`config.mk`:
```
export PLATFORM = sky130hd
export DESIGN_NAME = dbg_claim_ctrl
export DESIGN_NICKNAME = d
export VERILOG_FILES = /design/src/rtl/dbgc_pkg.sv /design/src/rtl/dbgc_decode.sv /design/src/rtl/dbgc_slot_track.sv /design/src/rtl/dbgc_fsm.sv /design/src/rtl/dbgc_ack_gen.sv /design/src/rtl/dbg_claim_ctrl.sv
export SDC_FILE = /design/constraint.sdc
export NUM_CORES = 1
export LEC_CHECK = 0
export BUFFER_PORTS_ARGS = -buffer_cell sky130_fd_sc_hd__buf_2
export CORE_MARGIN = 2
export CORE_UTILIZATION = 28
export CTS_CLUSTER_SIZE = 40
export DETAILED_ROUTE_END_ITERATION = 6
export GPL_ROUTABILITY_DRIVEN = 0
export PLACE_DENSITY = 0.84
export SKIP_LAST_GASP = 1
export SLEW_MARGIN = 20
export SYNTH_ARGS = -nofsm -noshare
export SYNTH_HDL_FRONTEND = slang
export SYNTH_SLANG_ARGS = --single-unit
```
`constraint.sdc`:
```
create_clock -name clk -period 1.6 [get_ports clk]
set_clock_uncertainty 0.15 [all_clocks]
set_input_delay 0.08 -clock clk [delete_from_list [all_inputs] [get_ports clk]]
set_output_delay 0.08 -clock clk [all_outputs]
set_load 0.03 [all_outputs]
```
`src/rtl/dbgc_pkg.sv`:
```
package dbgc_pkg;

    typedef enum logic [2:0] {
        ST_IDLE    = 3'd0,
        ST_CLAIM   = 3'd1,
        ST_WAIT_EN = 3'd2,
        ST_HOLD    = 3'd3,
        ST_RELEASE = 3'd4
    } dbg_state_e;

    typedef struct packed {
        logic brk;
        logic br;
        logic jmp;
    } insn_class_t;

    localparam int unsigned OPC_W = 6;
    localparam int unsigned FN_W  = 6;

    localparam logic [OPC_W-1:0] OP_SPECIAL = 6'd0;
    localparam logic [OPC_W-1:0] OP_REGIMM  = 6'd1;
    localparam logic [OPC_W-1:0] OP_J       = 6'd2;
    localparam logic [OPC_W-1:0] OP_JAL     = 6'd3;
    localparam logic [OPC_W-1:0] OP_BEQ     = 6'd4;
    localparam logic [OPC_W-1:0] OP_BNE     = 6'd5;
    localparam logic [OPC_W-1:0] OP_BLEZ    = 6'd6;
    localparam logic [OPC_W-1:0] OP_BGTZ    = 6'd7;

    localparam logic [FN_W-1:0] FN_JR    = 6'h08;
    localparam logic [FN_W-1:0] FN_JALR  = 6'h09;
    localparam logic [FN_W-1:0] FN_BREAK = 6'h0D;

    function automatic insn_class_t classify(input logic [OPC_W-1:0] op,
                                             input logic [FN_W-1:0]  fn);
        insn_class_t c;
        c.brk = (op == OP_SPECIAL) && (fn == FN_BREAK);
        c.jmp = (op == OP_J) || (op == OP_JAL) ||
                ((op == OP_SPECIAL) && ((fn == FN_JR) || (fn == FN_JALR)));
        c.br  = (op == OP_REGIMM) || (op == OP_BEQ) || (op == OP_BNE) ||
                (op == OP_BLEZ) || (op == OP_BGTZ);
        return c;
    endfunction

endpackage

```
`src/rtl/dbgc_decode.sv`:
```
module dbgc_decode
    import dbgc_pkg::*;
#(
    parameter int unsigned IW = 32
) (
    input  logic [IW-1:0] instr,
    output insn_class_t   cls
);
    localparam int unsigned OPC_LSB = IW - OPC_W;

    logic [OPC_W-1:0] opc;
    logic [FN_W-1:0]  fnc;
    logic             unused_mid_bits;

    assign opc             = instr[IW-1:OPC_LSB];
    assign fnc             = instr[FN_W-1:0];
    assign unused_mid_bits = ^instr[OPC_LSB-1:FN_W];
    assign cls             = classify(opc, fnc);
endmodule

```
`src/rtl/dbgc_slot_track.sv`:
```
module dbgc_slot_track (
    input  logic clk,
    input  logic rst,
    input  logic adv,
    input  logic slot_in,
    input  logic cti_now,
    output logic in_slot
);
    logic prev_cti;

    always_ff @(posedge clk) begin
        if (rst)      prev_cti <= 1'b0;
        else if (adv) prev_cti <= cti_now;
    end

    assign in_slot = slot_in | prev_cti;
endmodule

```
`src/rtl/dbgc_fsm.sv`:
```
module dbgc_fsm
    import dbgc_pkg::*;
(
    input  logic       clk,
    input  logic       rst,
    input  logic       brk_seen,
    input  logic       host_suspend,
    input  logic       host_resume,
    input  logic       in_slot,
    input  logic       arb_en,
    output dbg_state_e state,
    output logic       cause_brk
);
    dbg_state_e nxt;
    logic       pend;
    logic       go;

    assign go = !in_slot && (brk_seen || host_suspend || pend);

    always_comb begin
        nxt = state;
        unique case (state)
            ST_IDLE:    if (go)          nxt = ST_CLAIM;
            ST_CLAIM:   nxt = arb_en ? ST_HOLD : ST_WAIT_EN;
            ST_WAIT_EN: if (arb_en)      nxt = ST_HOLD;
            ST_HOLD:    if (host_resume) nxt = ST_RELEASE;
            ST_RELEASE: nxt = ST_IDLE;
            default:    nxt = ST_IDLE;
        endcase
    end

    always_ff @(posedge clk) begin
        if (rst) begin
            state     <= ST_IDLE;
            pend      <= 1'b0;
            cause_brk <= 1'b0;
        end else begin
            state <= nxt;
            if (state == ST_IDLE) begin
                if (go) begin
                    pend      <= 1'b0;
                    cause_brk <= brk_seen;
                end else if (host_suspend) begin
                    pend <= 1'b1;
                end
            end
        end
    end

    // no claim may begin while a delay slot is decoded
    a_r4_no_claim_in_slot: assert property (@(posedge clk) disable iff (rst)
        (state == ST_IDLE && in_slot) |=> (state != ST_CLAIM));

    // only resume leaves the hold, a suspend there changes nothing
    a_r8_hold_kept: assert property (@(posedge clk) disable iff (rst)
        (state == ST_HOLD && !host_resume) |=> (state == ST_HOLD));
endmodule

```
`src/rtl/dbgc_ack_gen.sv`:
```
module dbgc_ack_gen
    import dbgc_pkg::*;
(
    input  dbg_state_e state,
    input  logic       cause_brk,
    input  logic       arb_grant,
    output logic       ri_n,
    output logic       ack,
    output logic       brk_note,
    output logic       susp_ack
);
    always_comb begin
        ri_n     = 1'b1;
        ack      = 1'b0;
        brk_note = 1'b0;
        susp_ack = 1'b0;
        unique case (state)
            ST_CLAIM: begin
                ri_n     = 1'b0;
                brk_note = cause_brk;
            end
            ST_WAIT_EN: ri_n = 1'b0;
            ST_HOLD: begin
                ack      = 1'b1;
                susp_ack = arb_grant;
            end
            default: ;
        endcase
    end
endmodule

```
`src/rtl/dbg_claim_ctrl.sv`:
```
module dbg_claim_ctrl
    import dbgc_pkg::*;
#(
    parameter int unsigned IW = 32
) (
    input  logic          clk,
    input  logic          rst,
    input  logic [IW-1:0] id_instr,
    input  logic          id_adv,
    input  logic          slot_in,
    input  logic          host_suspend,
    input  logic          host_resume,
    input  logic          arb_en,
    input  logic          arb_grant,
    output logic          ri_n,
    output logic          ack,
    output logic          brk_note,
    output logic          susp_ack
);
    insn_class_t cls;
    logic        in_slot;
    dbg_state_e  state;
    logic        cause_brk;

    dbgc_decode #(.IW(IW)) u_decode (
        .instr (id_instr),
        .cls   (cls)
    );

    dbgc_slot_track u_slot (
        .clk     (clk),
        .rst     (rst),
        .adv     (id_adv),
        .slot_in (slot_in),
        .cti_now (cls.br | cls.jmp),
        .in_slot (in_slot)
    );

    dbgc_fsm u_fsm (
        .clk          (clk),
        .rst          (rst),
        .brk_seen     (cls.brk),
        .host_suspend (host_suspend),
        .host_resume  (host_resume),
        .in_slot      (in_slot),
        .arb_en       (arb_en),
        .state        (state),
        .cause_brk    (cause_brk)
    );

    dbgc_ack_gen u_ack (
        .state     (state),
        .cause_brk (cause_brk),
        .arb_grant (arb_grant),
        .ri_n      (ri_n),
        .ack       (ack),
        .brk_note  (brk_note),
        .susp_ack  (susp_ack)
    );

    // enable during a claim gives release of ri_n plus acknowledge
    a_r5_en_to_ack: assert property (@(posedge clk) disable iff (rst)
        (!ri_n && arb_en) |=> (ri_n && ack));

    // stall report only under a held acknowledge and a grant
    a_r6_sack_gated: assert property (@(posedge clk) disable iff (rst)
        susp_ack |-> (ack && arb_grant));

    // resume under acknowledge drops it next cycle
    a_r7_resume_drops: assert property (@(posedge clk) disable iff (rst)
        (ack && host_resume) |=> (!ack && !susp_ack));

    // break notice lasts a single cycle
    a_r2_brk_pulse: assert property (@(posedge clk) disable iff (rst)
        brk_note |=> !brk_note);
endmodule

```
==> reports/qor.yml, run 1 <==
synthesis:
  ys_seq_area_share_pct: 32.5
  synth_nets: 86
  postSynthCellCount: 46
  synth_seq_cells: 6
  syn_avg_cell_area_um2: 8.02
  netlist_area_um2: 369
  yosysUniqueCellTypes: 25
  yosys_warnings: 0
drt:
  first_pass_iters: 4
  routedWlPerCell_um: 10.4
  drtAntennaViolNets: 0
  drt_iter0_drc: 11
  vias: 442
  vias_per_cell: 4.86
  wl_um: 944
  drc: 0
min_path:
  worstHoldPathType: "input port to flip-flop"
  holdPathEnd: "u_fsm.cause_brk"
  holdPathStages: 3
  hold_start: "slot_in"
global_route:
  busiest_layer: "met2"
  antenna_found_initial: 0
  grtUsageTotal_pct: 15.6
  globalRouteMet1Util_pct: 16.1
  grt_pass1_wl_um: 1600
  grt_use_met3_pct: 6.67
  grtUsageMet2_pct: 26.2
  grt_max_degree: 11
  grt_pass1_vias: 387
  grt_remaining_overflow: 0
clock_tree:
  cts_root_buffer: "clkbuf_4"
  post_cts_resized: 0
  clock-sinks: 6
  cts_tree: "done"
  htreeDepth: 1
  clockBufferDepth: 2
  cts_made_buffers: 3
  clk_pin_slew_ns: 0.05
  clkLatencyLatePin_ns: 0.25
  post_cts_buffers: 0
timing:
  setup_slack_ns: 0.141
  slew_violations: 0
  worst_pin_slew_ns: 0.393
  finalHoldViolCount: 0
  timing.slew.headroom_pct: 73.4
  rsz0062_at_grt: "no"
  fin_crit_ns: 1.46
  totalNegativeSetupSlack_ns: 0
  final-setup-viol-count: 0
  period_share_pct: 91.2
  clock.fmax_mhz: 685
cells_and_area:
  syn_to_final_growth_pct: 53.2
  drive_gt1_share_pct: 42.1
  nFillCells: 144
  layout.nets: 118
  n_antenna_cell: 0
floorplanning:
  io_pins: 44
  die_area_um2: 1620
  start_util_pct: 29.1
  row_count: 13
  die_w_um: 40.3
  die_y_um: 40.3
  core_area_um2: 1270
setup_path:
  crit_fanout: 4
  reg2reg_depth: 3
  r2r-end: "u_fsm.cause_brk"
  r2r_setup_slack_ns: 0.14
  cpPeakStageDelay_ns: 0.40
  endpoint_kind: "flip-flop"
  crit_buf_inv: 0
  critPathArrivalTime_ns: 1.47
  crit_chain: "or3_4 -> or4_1 -> o32ai_1"
  crit_required_ns: 1.61
  critical_path_class: "flip-flop to flip-flop"
  path_delay_family: "simple AND/OR/NAND/NOR gates"
  cp-start-kind: "flip-flop"
  cp_slowest_cell: "or4_1"
  reg2reg_from: "u_fsm.state[2]"
power:
  power.total_mw: 0.463
  powerDensity_nw_per_um2: 819
  leakage_nw: 0.272
  ir_drop_uv: 353
status:
  status: "finished, final reports clean"
placement:
  place_ws_ns: 0.153
  port_buffers: 23
  dpl.hpwl_um: 707
run:
  cap_violations: 0
[registers in the layout, summed over array words and instances, names as in the netlist]
| signal | flops |
|---|---|
| u_fsm.state | 3 |
| u_fsm.cause_brk | 1 |
| u_fsm.pend | 1 |
| u_slot.prev_cti | 1 |
[Yosys cell counts]
cell type	count	area (µm²)
a211oi_1	2	15.0
a21bo_2	1	10.0
a21oi_1	1	5.00
a311o_1	1	10.0
a41o_1	1	10.0
and2_1	2	12.5
and3_1	1	6.26
buf_6	1	11.3
clkbuf_1	1	3.75
dfxtp_1	6	120
inv_1	3	11.3
nand2_1	2	7.51
nand2b_1	3	18.8
nand3_1	1	5.00
nand4_1	1	6.26
nor2_1	2	7.51
nor3_1	9	45.0
nor3b_1	1	7.51
nor4_1	1	6.26
nor4b_1	1	8.76
o21ai_0	1	5.00
o32ai_1	1	8.76
or3_4	1	11.3
or4_1	1	7.51
xor2_1	1	8.76
[layer usage]
layer,part of all wire [%],routed length [µm]
met1,38,354
met2,52,490
met3,8.8,83
met4,1.7,16
met5,0,0
[through the flow]
| step | instance area [µm²] | instances | util (%) | hold slack [ns] |
|---|---|---|---|---|
| after global routing | 566 | 91 | 44.6 | 0.0353 |
| after global placement | 513 | 85 | 40.4 | 0.182 |
| after CTS | 566 | 91 | 44.6 | 0.00660 |
| final | 566 | 91 | 44.6 | 0.0171 |
| after detailed placement | 513 | 85 | 40.4 | 0.188 |
| after floorplan | 372 | 46 | - | 0.00679 |
[area by class of cell]
| type | count | area, µm² | share of cell area [%] |
|---|---|---|---|
| clock buffer | 3 | 22.5 | 3.98 |
| timing repair buffer | 29 | 168 | 29.6 |
| sequential | 6 | 120 | 21.2 |
| multi-input combinational | 35 | 225 | 39.8 |
| inverter | 3 | 11.3 | 1.99 |
| tap | 15 | 18.8 | 3.32 |
[kinds of logic (layout without fill, tap and decap cells)]
| kind of cell | after synthesis | in the layout | share of synthesized area, % |
|---|---|---|---|
| buffers and inverters | 5 | 35 | 7.12 |
| DFF | 6 | 6 | 32.5 |
| AOI/OAI and AO/OA | 8 | 8 | 17.3 |
| xor gates and xnor gates | 1 | 1 | 2.37 |
| and+or+nand+nor | 26 | 26 | 40.7 |
[worst max path at each step]
| stage | startpoint | endpoint | slack [ns] | depth (start not counted) |
|---|---|---|---|---|
| detailed placement | u_fsm.state[2] | u_fsm.cause_brk | 0.15 | 3 |
| floorplan | u_fsm.state[1] | susp_ack | 0.03 | 4 |
| CTS | u_fsm.state[0] | susp_ack | 0.14 | 5 |
| global route | u_fsm.state[0] | susp_ack | 0.06 | 5 |
| global placement | u_fsm.state[2] | u_fsm.cause_brk | 0.16 | 3 |
| finish | u_fsm.state[2] | u_fsm.cause_brk | 0.14 | 3 |
[cells in the final DEF, fill, tap and decap left out, drive strengths merged, types with 2 or more instances in the layout]
cell / n
a211oi: 2
and2: 2
buf: 26
clkbuf: 3
dfxtp: 6
dlygate4sd3: 3
inv: 3
nand2: 2
nand2b: 3
nor2: 2
nor3: 9
[worst min-delay path: cells and delay by family]
| kind | cells | cell delay, ns |
|---|---|---|
| AOI/OAI and AO/OA | 1 | 0.06 |
| and+or+nand+nor | 1 | 0.11 |
| buffers and inverters | 1 | 0.11 |
[power by group]
part	internal (mW)	total, mW	switching (mW)
Combinational	0.0746	0.153	0.0782
Sequential	0.162	0.169	0.00732
Clock	0.0850	0.141	0.0564
[repair_timing]
action	CTS	global route
hold endpoints to repair	5	0
endpoints found under the setup margin	0	0
hold buffers	3	0
(Power assumes the default switching activity.)
==> inputs of run 2 (changes only) <==
--- a/config.mk
+++ b/config.mk
@@ -12,6 +12,7 @@
 export DETAILED_ROUTE_END_ITERATION = 6
 export GPL_ROUTABILITY_DRIVEN = 0
 export PLACE_DENSITY = 0.84
+export RECOVER_POWER = 50
 export SKIP_LAST_GASP = 1
 export SLEW_MARGIN = 20
 export SYNTH_ARGS = -nofsm -noshare
==> run 2 against run 1 <==
Effect of this change: die area is the same; total power is essentially flat; maximum frequency is essentially flat; clock power is essentially flat; wire length grew 0.74%; non-clock buffer count is the same; sequential power is essentially flat; final cell count is the same; combinational power is essentially flat; final area shrank 0.44%; worst setup slack gained 0.00068 ns.
==> reports/qor.yml, run 2 (synthesis results as in run 1) <==
floorplanning:
  io_pins: 44
  die_y_um: 40.3
  row_count: 13
  die_w_um: 40.3
  core_area_um2: 1270
  die_area_um2: 1620
  start_util_pct: 29.1
setup_path:
  cpPeakStageDelay_ns: 0.40
  crit_fanout: 4
  crit_path_start: "u_fsm.state[2]"
  critical_path_class: "flip-flop to flip-flop"
  critPathArrivalTime_ns: 1.47
  endpoint_kind: "flip-flop"
  cp-start-kind: "flip-flop"
  cp_slowest_cell: "or4_1"
  reg2reg_depth: 3
  r2r_setup_slack_ns: 0.14
  path_delay_family: "simple AND/OR/NAND/NOR gates"
  crit_required_ns: 1.61
  crit_buf_inv: 0
  crit_chain: "or3_4 -> or4_1 -> o32ai_1"
  reg2reg_from: "u_fsm.state[2]"
  endpoint: "u_fsm.cause_brk"
  r2r-end: "u_fsm.cause_brk"
  cp.depth: 3
timing:
  period_share_pct: 91.2
  totalNegativeSetupSlack_ns: 0
  clock.fmax_mhz: 686
  slew_violations: 0
  finalHoldViolCount: 0
  timing.slew.headroom_pct: 74.0
  fin_crit_ns: 1.46
  final-setup-viol-count: 0
  worst_pin_slew_ns: 0.385
  rsz0062_at_grt: "no"
placement:
  dpl.hpwl_um: 707
  placed_cell_area_um2: 513
  port_buffers: 23
global_route:
  grtUsageTotal_pct: 15.6
  grt_pass1_vias: 387
  grt_max_degree: 11
  grt_remaining_overflow: 0
  antenna_found_initial: 0
  grt_pass1_wl_um: 1600
power:
  powerDensity_nw_per_um2: 823
  clockPowerShare_pct: 30.7
  p_sw_mw: 0.143
  ir_drop_uv: 354
  p_seq_share_pct: 36.4
  leakage_nw: 0.266
  combPwrFrac_pct: 32.8
  p_int_mw: 0.321
  switching_share_pct: 30.9
cells_and_area:
  final_common_cell: "buf_2"
  largest_reg_flops: 3
  largest-register: "u_fsm.state"
  design_area_um2: 563
  drive_gt1_share_pct: 39.5
  n_antenna_cell: 0
  layout_common_cells: "buf_2, nor3_1, dfxtp_1"
  syn_to_final_growth_pct: 52.5
  layout.nets: 118
drt:
  vias_per_cell: 4.91
  drt_iter0_drc: 13
  routedWlPerCell_um: 10.5
  wl_um: 951
  vias: 447
  drc: 0
  first_pass_iters: 4
  drtAntennaViolNets: 0
clock_tree:
  htreeDepth: 1
  cts_tree: "done"
  clkLatencyLatePin_ns: 0.25
  clockBufferDepth: 2
  clk_pin_slew_ns: 0.05
  post_cts_resized: 0
  clock-sinks: 6
  cts_root_buffer: "clkbuf_4"
  cts_made_buffers: 3
min_path:
  worstHoldPathType: "input port to flip-flop"
status:
  status: "finished, final reports clean"
run:
  cap_violations: 0
run 2: changes by cell type in the layout (fill, tap and decap cells not counted), sizes merged:
cell	change
clkbuf	+2
buf	-2
run 2: power groups by stage:
| stage | logic, mW | registers (mW) | clock network [mW] |
|---|---|---|---|
| 2_1_floorplan | 0.101 | 0.170 | 0 |
| 3_3_place_gp | 0.144 | 0.171 | 0 |
| 3_5_place_dp | 0.147 | 0.172 | 0 |
| 4_1_cts | 0.153 | 0.169 | 0.148 |
| 5_1_grt | 0.173 | 0.170 | 0.157 |
| 6_report | 0.152 | 0.169 | 0.142 |
run 2: stage by stage:
stage / hold slack (ns) / utilization, % / cells / setup slack [ns] / power, mW
after floorplan: 0.00679 / - / 46 / 0.0347 / 0.271
after global placement: 0.182 / 40.4 / 85 / 0.162 / 0.315
after detailed placement: 0.188 / 40.4 / 85 / 0.153 / 0.319
after CTS: 0.00660 / 44.6 / 91 / 0.138 / 0.470
after global routing: 0.0353 / 44.4 / 91 / 0.0570 / 0.499
final: 0.0190 / 44.4 / 91 / 0.142 / 0.464
run 2: worst min-delay path by stage:
stage               startpoint              end  slack (ns)  cells past startpoint
finish                 slot_in  u_fsm.cause_brk        0.02                      3
detailed placement      id_adv  u_slot.prev_cti        0.19                      2
floorplan                  rst   u_fsm.state[1]       0.007                      1
global route           slot_in  u_fsm.cause_brk        0.04                      3
global placement        id_adv  u_slot.prev_cti        0.18                      2
CTS                    slot_in  u_fsm.cause_brk       0.007                      3
run 2: cell type report:
| class | instances | area (µm²) |
|---|---|---|
| Clock buffer | 3 | 22.5 |
| Fill cell | 142 | 706 |
| Inverter | 3 | 11.3 |
| Multi-Input combinational cell | 35 | 225 |
| Sequential cell | 6 | 120 |
| Tap cell | 15 | 18.8 |
| Timing Repair Buffer | 29 | 165 |
run 2: worst reg2reg max path, delay by kind of cell (launching register included):
family	cells	cell delay (ns)
AOI/OAI and AO/OA	1	0.12
DFF	1	0.30
and+or+nand+nor	2	0.79
run 2: routing by layer:
metal	GRT usage, %	up-vias	share of wire (%)
met3	6.67	4	9.0
li1	-	235	-
met2	26.2	20	49
met1	16.1	188	39
met4	9.17	0	2.5
met5	0	-	0
run 2: repair_timing:
action,in CTS,in global routing
hold buffers,3,0
hold endpoints to repair,5,0
buffers inserted,0,0
==> inputs of run 3 (changes only) <==
--- a/config.mk
+++ b/config.mk
@@ -13,6 +13,7 @@
 export GPL_ROUTABILITY_DRIVEN = 0
 export PLACE_DENSITY = 0.84
 export RECOVER_POWER = 50
+export SETUP_SLACK_MARGIN = 0.2
 export SKIP_LAST_GASP = 1
 export SLEW_MARGIN = 20
 export SYNTH_ARGS = -nofsm -noshare
==> run 3 against run 2 <==
Effect of this change: largest cell class unchanged; utilization is 7.5 points higher; highest routed layer unchanged; wire length rose by 19%; via count up 8.3%; clock power about the same; critical endpoint unchanged; first-iteration DRC count shrank 69%.
==> reports/qor.yml, run 3 (synthesis results as in run 1) <==
global_route:
  antenna_found_initial: 0
  grt_remaining_overflow: 0
  grtUsageTotal_pct: 17.2
  grt_pass1_wl_um: 1730
  grt_max_degree: 11
  grt_pass1_vias: 422
min_path:
  holdPathStages: 3
  holdPathEnd: "u_fsm.pend"
  hold_start: "host_suspend"
  worstHoldPathType: "input port to flip-flop"
drt:
  routedWlPerCell_um: 11.8
  drtAntennaViolNets: 0
  drt_iter0_drc: 4
  vias_per_cell: 5.04
  vias: 484
  wl_um: 1130
  drc: 0
  first_pass_iters: 4
clock_tree:
  clkLatencyLatePin_ns: 0.24
  htreeDepth: 1
  cts_made_buffers: 3
  clockBufferDepth: 2
  cts_tree: "done"
  clk_pin_slew_ns: 0.05
  cts_root_buffer: "clkbuf_4"
  clock-sinks: 6
floorplanning:
  row_count: 13
  core_area_um2: 1270
  io_pins: 44
  die_area_um2: 1620
  start_util_pct: 29.1
  die_y_um: 40.3
  die_w_um: 40.3
setup_path:
  endpoint_kind: "flip-flop"
  reg2reg_depth: 4
  critical_path_class: "flip-flop to flip-flop"
  r2r-end: "u_fsm.cause_brk"
  critPathArrivalTime_ns: 1.42
  crit_fanout: 3
  r2r_setup_slack_ns: 0.15
  crit_required_ns: 1.57
  cp-start-kind: "flip-flop"
  reg2reg_from: "u_fsm.state[1]"
run:
  cap_violations: 0
cells_and_area:
  final_common_cell: "buf_2"
  largest_reg_flops: 3
  largest-register: "u_fsm.state"
  nFillCells: 120
  layout_common_cells: "buf_2, nor3_1, buf_4"
  layout.nets: 123
  n_antenna_cell: 0
  syn_to_final_growth_pct: 78.3
  drive_gt1_share_pct: 51.9
timing:
  clock.fmax_mhz: 688
  finalHoldViolCount: 0
  fin_crit_ns: 1.45
  slew_violations: 0
  timing.slew.headroom_pct: 73.6
  period_share_pct: 90.8
  rsz0062_at_grt: "yes"
  final-setup-viol-count: 0
  worst_pin_slew_ns: 0.391
  setup_slack_ns: 0.147
  totalNegativeSetupSlack_ns: 0
status:
  status: "finished, final reports clean"
placement:
  dpl.hpwl_um: 769
  place_ws_ns: 0.131
  port_buffers: 23
power:
  powerDensity_nw_per_um2: 797
  leakage_nw: 0.303
  ir_drop_uv: 416
run 3: area by class of cell:
cell class / count / area (µm²) / area share [%]
clock buffer: 3 / 22.5 / 3.42
inverter: 3 / 11.3 / 1.71
multi-input combinational: 35 / 273 / 41.4
sequential: 6 / 121 / 18.4
tap: 15 / 18.8 / 2.85
timing repair buffer: 34 / 211 / 32.1
run 3: worst max path at each step:
stage,endpoint,slack (ns),startpoint,depth (start not counted)
5_1_grt,ri_n,0.10,u_fsm.state[0],4
4_1_cts,susp_ack,0.15,u_fsm.state[1],5
2_1_floorplan,u_fsm.cause_brk,0.1,u_fsm.state[0],4
3_5_place_dp,u_fsm.cause_brk,0.13,u_fsm.state[2],3
3_3_place_gp,u_fsm.cause_brk,0.15,u_fsm.state[2],3
6_report,u_fsm.cause_brk,0.15,u_fsm.state[1],4
run 3: where the power goes:
| part | internal [mW] | total, mW | switching, mW |
|---|---|---|---|
| logic | 0.110 | 0.214 | 0.104 |
| clock network | 0.0848 | 0.139 | 0.0538 |
| registers | 0.163 | 0.172 | 0.00908 |
run 3: stage by stage:
stage / instance area, µm² / total power [mW] / hold slack (ns) / cells / util, %
global placement: 524 / 0.317 / 0.180 / 85 / 41.3
CTS: 587 / 0.482 / 0.0144 / 92 / 46.3
finish: 658 / 0.525 / 0.0252 / 96 / 51.9
global route: 658 / 0.568 / 0.0335 / 96 / 51.9
detailed placement: 524 / 0.325 / 0.184 / 85 / 41.3
floorplan: 383 / 0.273 / 0.00679 / 46 / -
run 3: worst max-delay path, cell delays in order (launching register included):
cell     delay [ns]
dfxtp_2        0.31
or3_4          0.39
buf_4          0.16
nor4_4         0.22
o32ai_2        0.10
run 3: metal layers:
metal  vias up  global-route usage (%)  wire [µm]
li1        243                       -          -
met1       210                    17.6        451
met2        29                    29.0        584
met3         2                    6.67         82
met4         0                    10.8         13
met5         -                       0          0
run 3: timing repair:
| item | 4_1_cts | 5_1_grt |
|---|---|---|
| gates cloned | 0 | 0 |
| pin swaps | 2 | 1 |
| setup buffers | 1 | 4 |
| resized for setup | 1 | 9 |
| hold buffers | 3 | 0 |
| endpoints found under the hold margin | 5 | 0 |
| setup endpoints to repair | 2 | 5 |
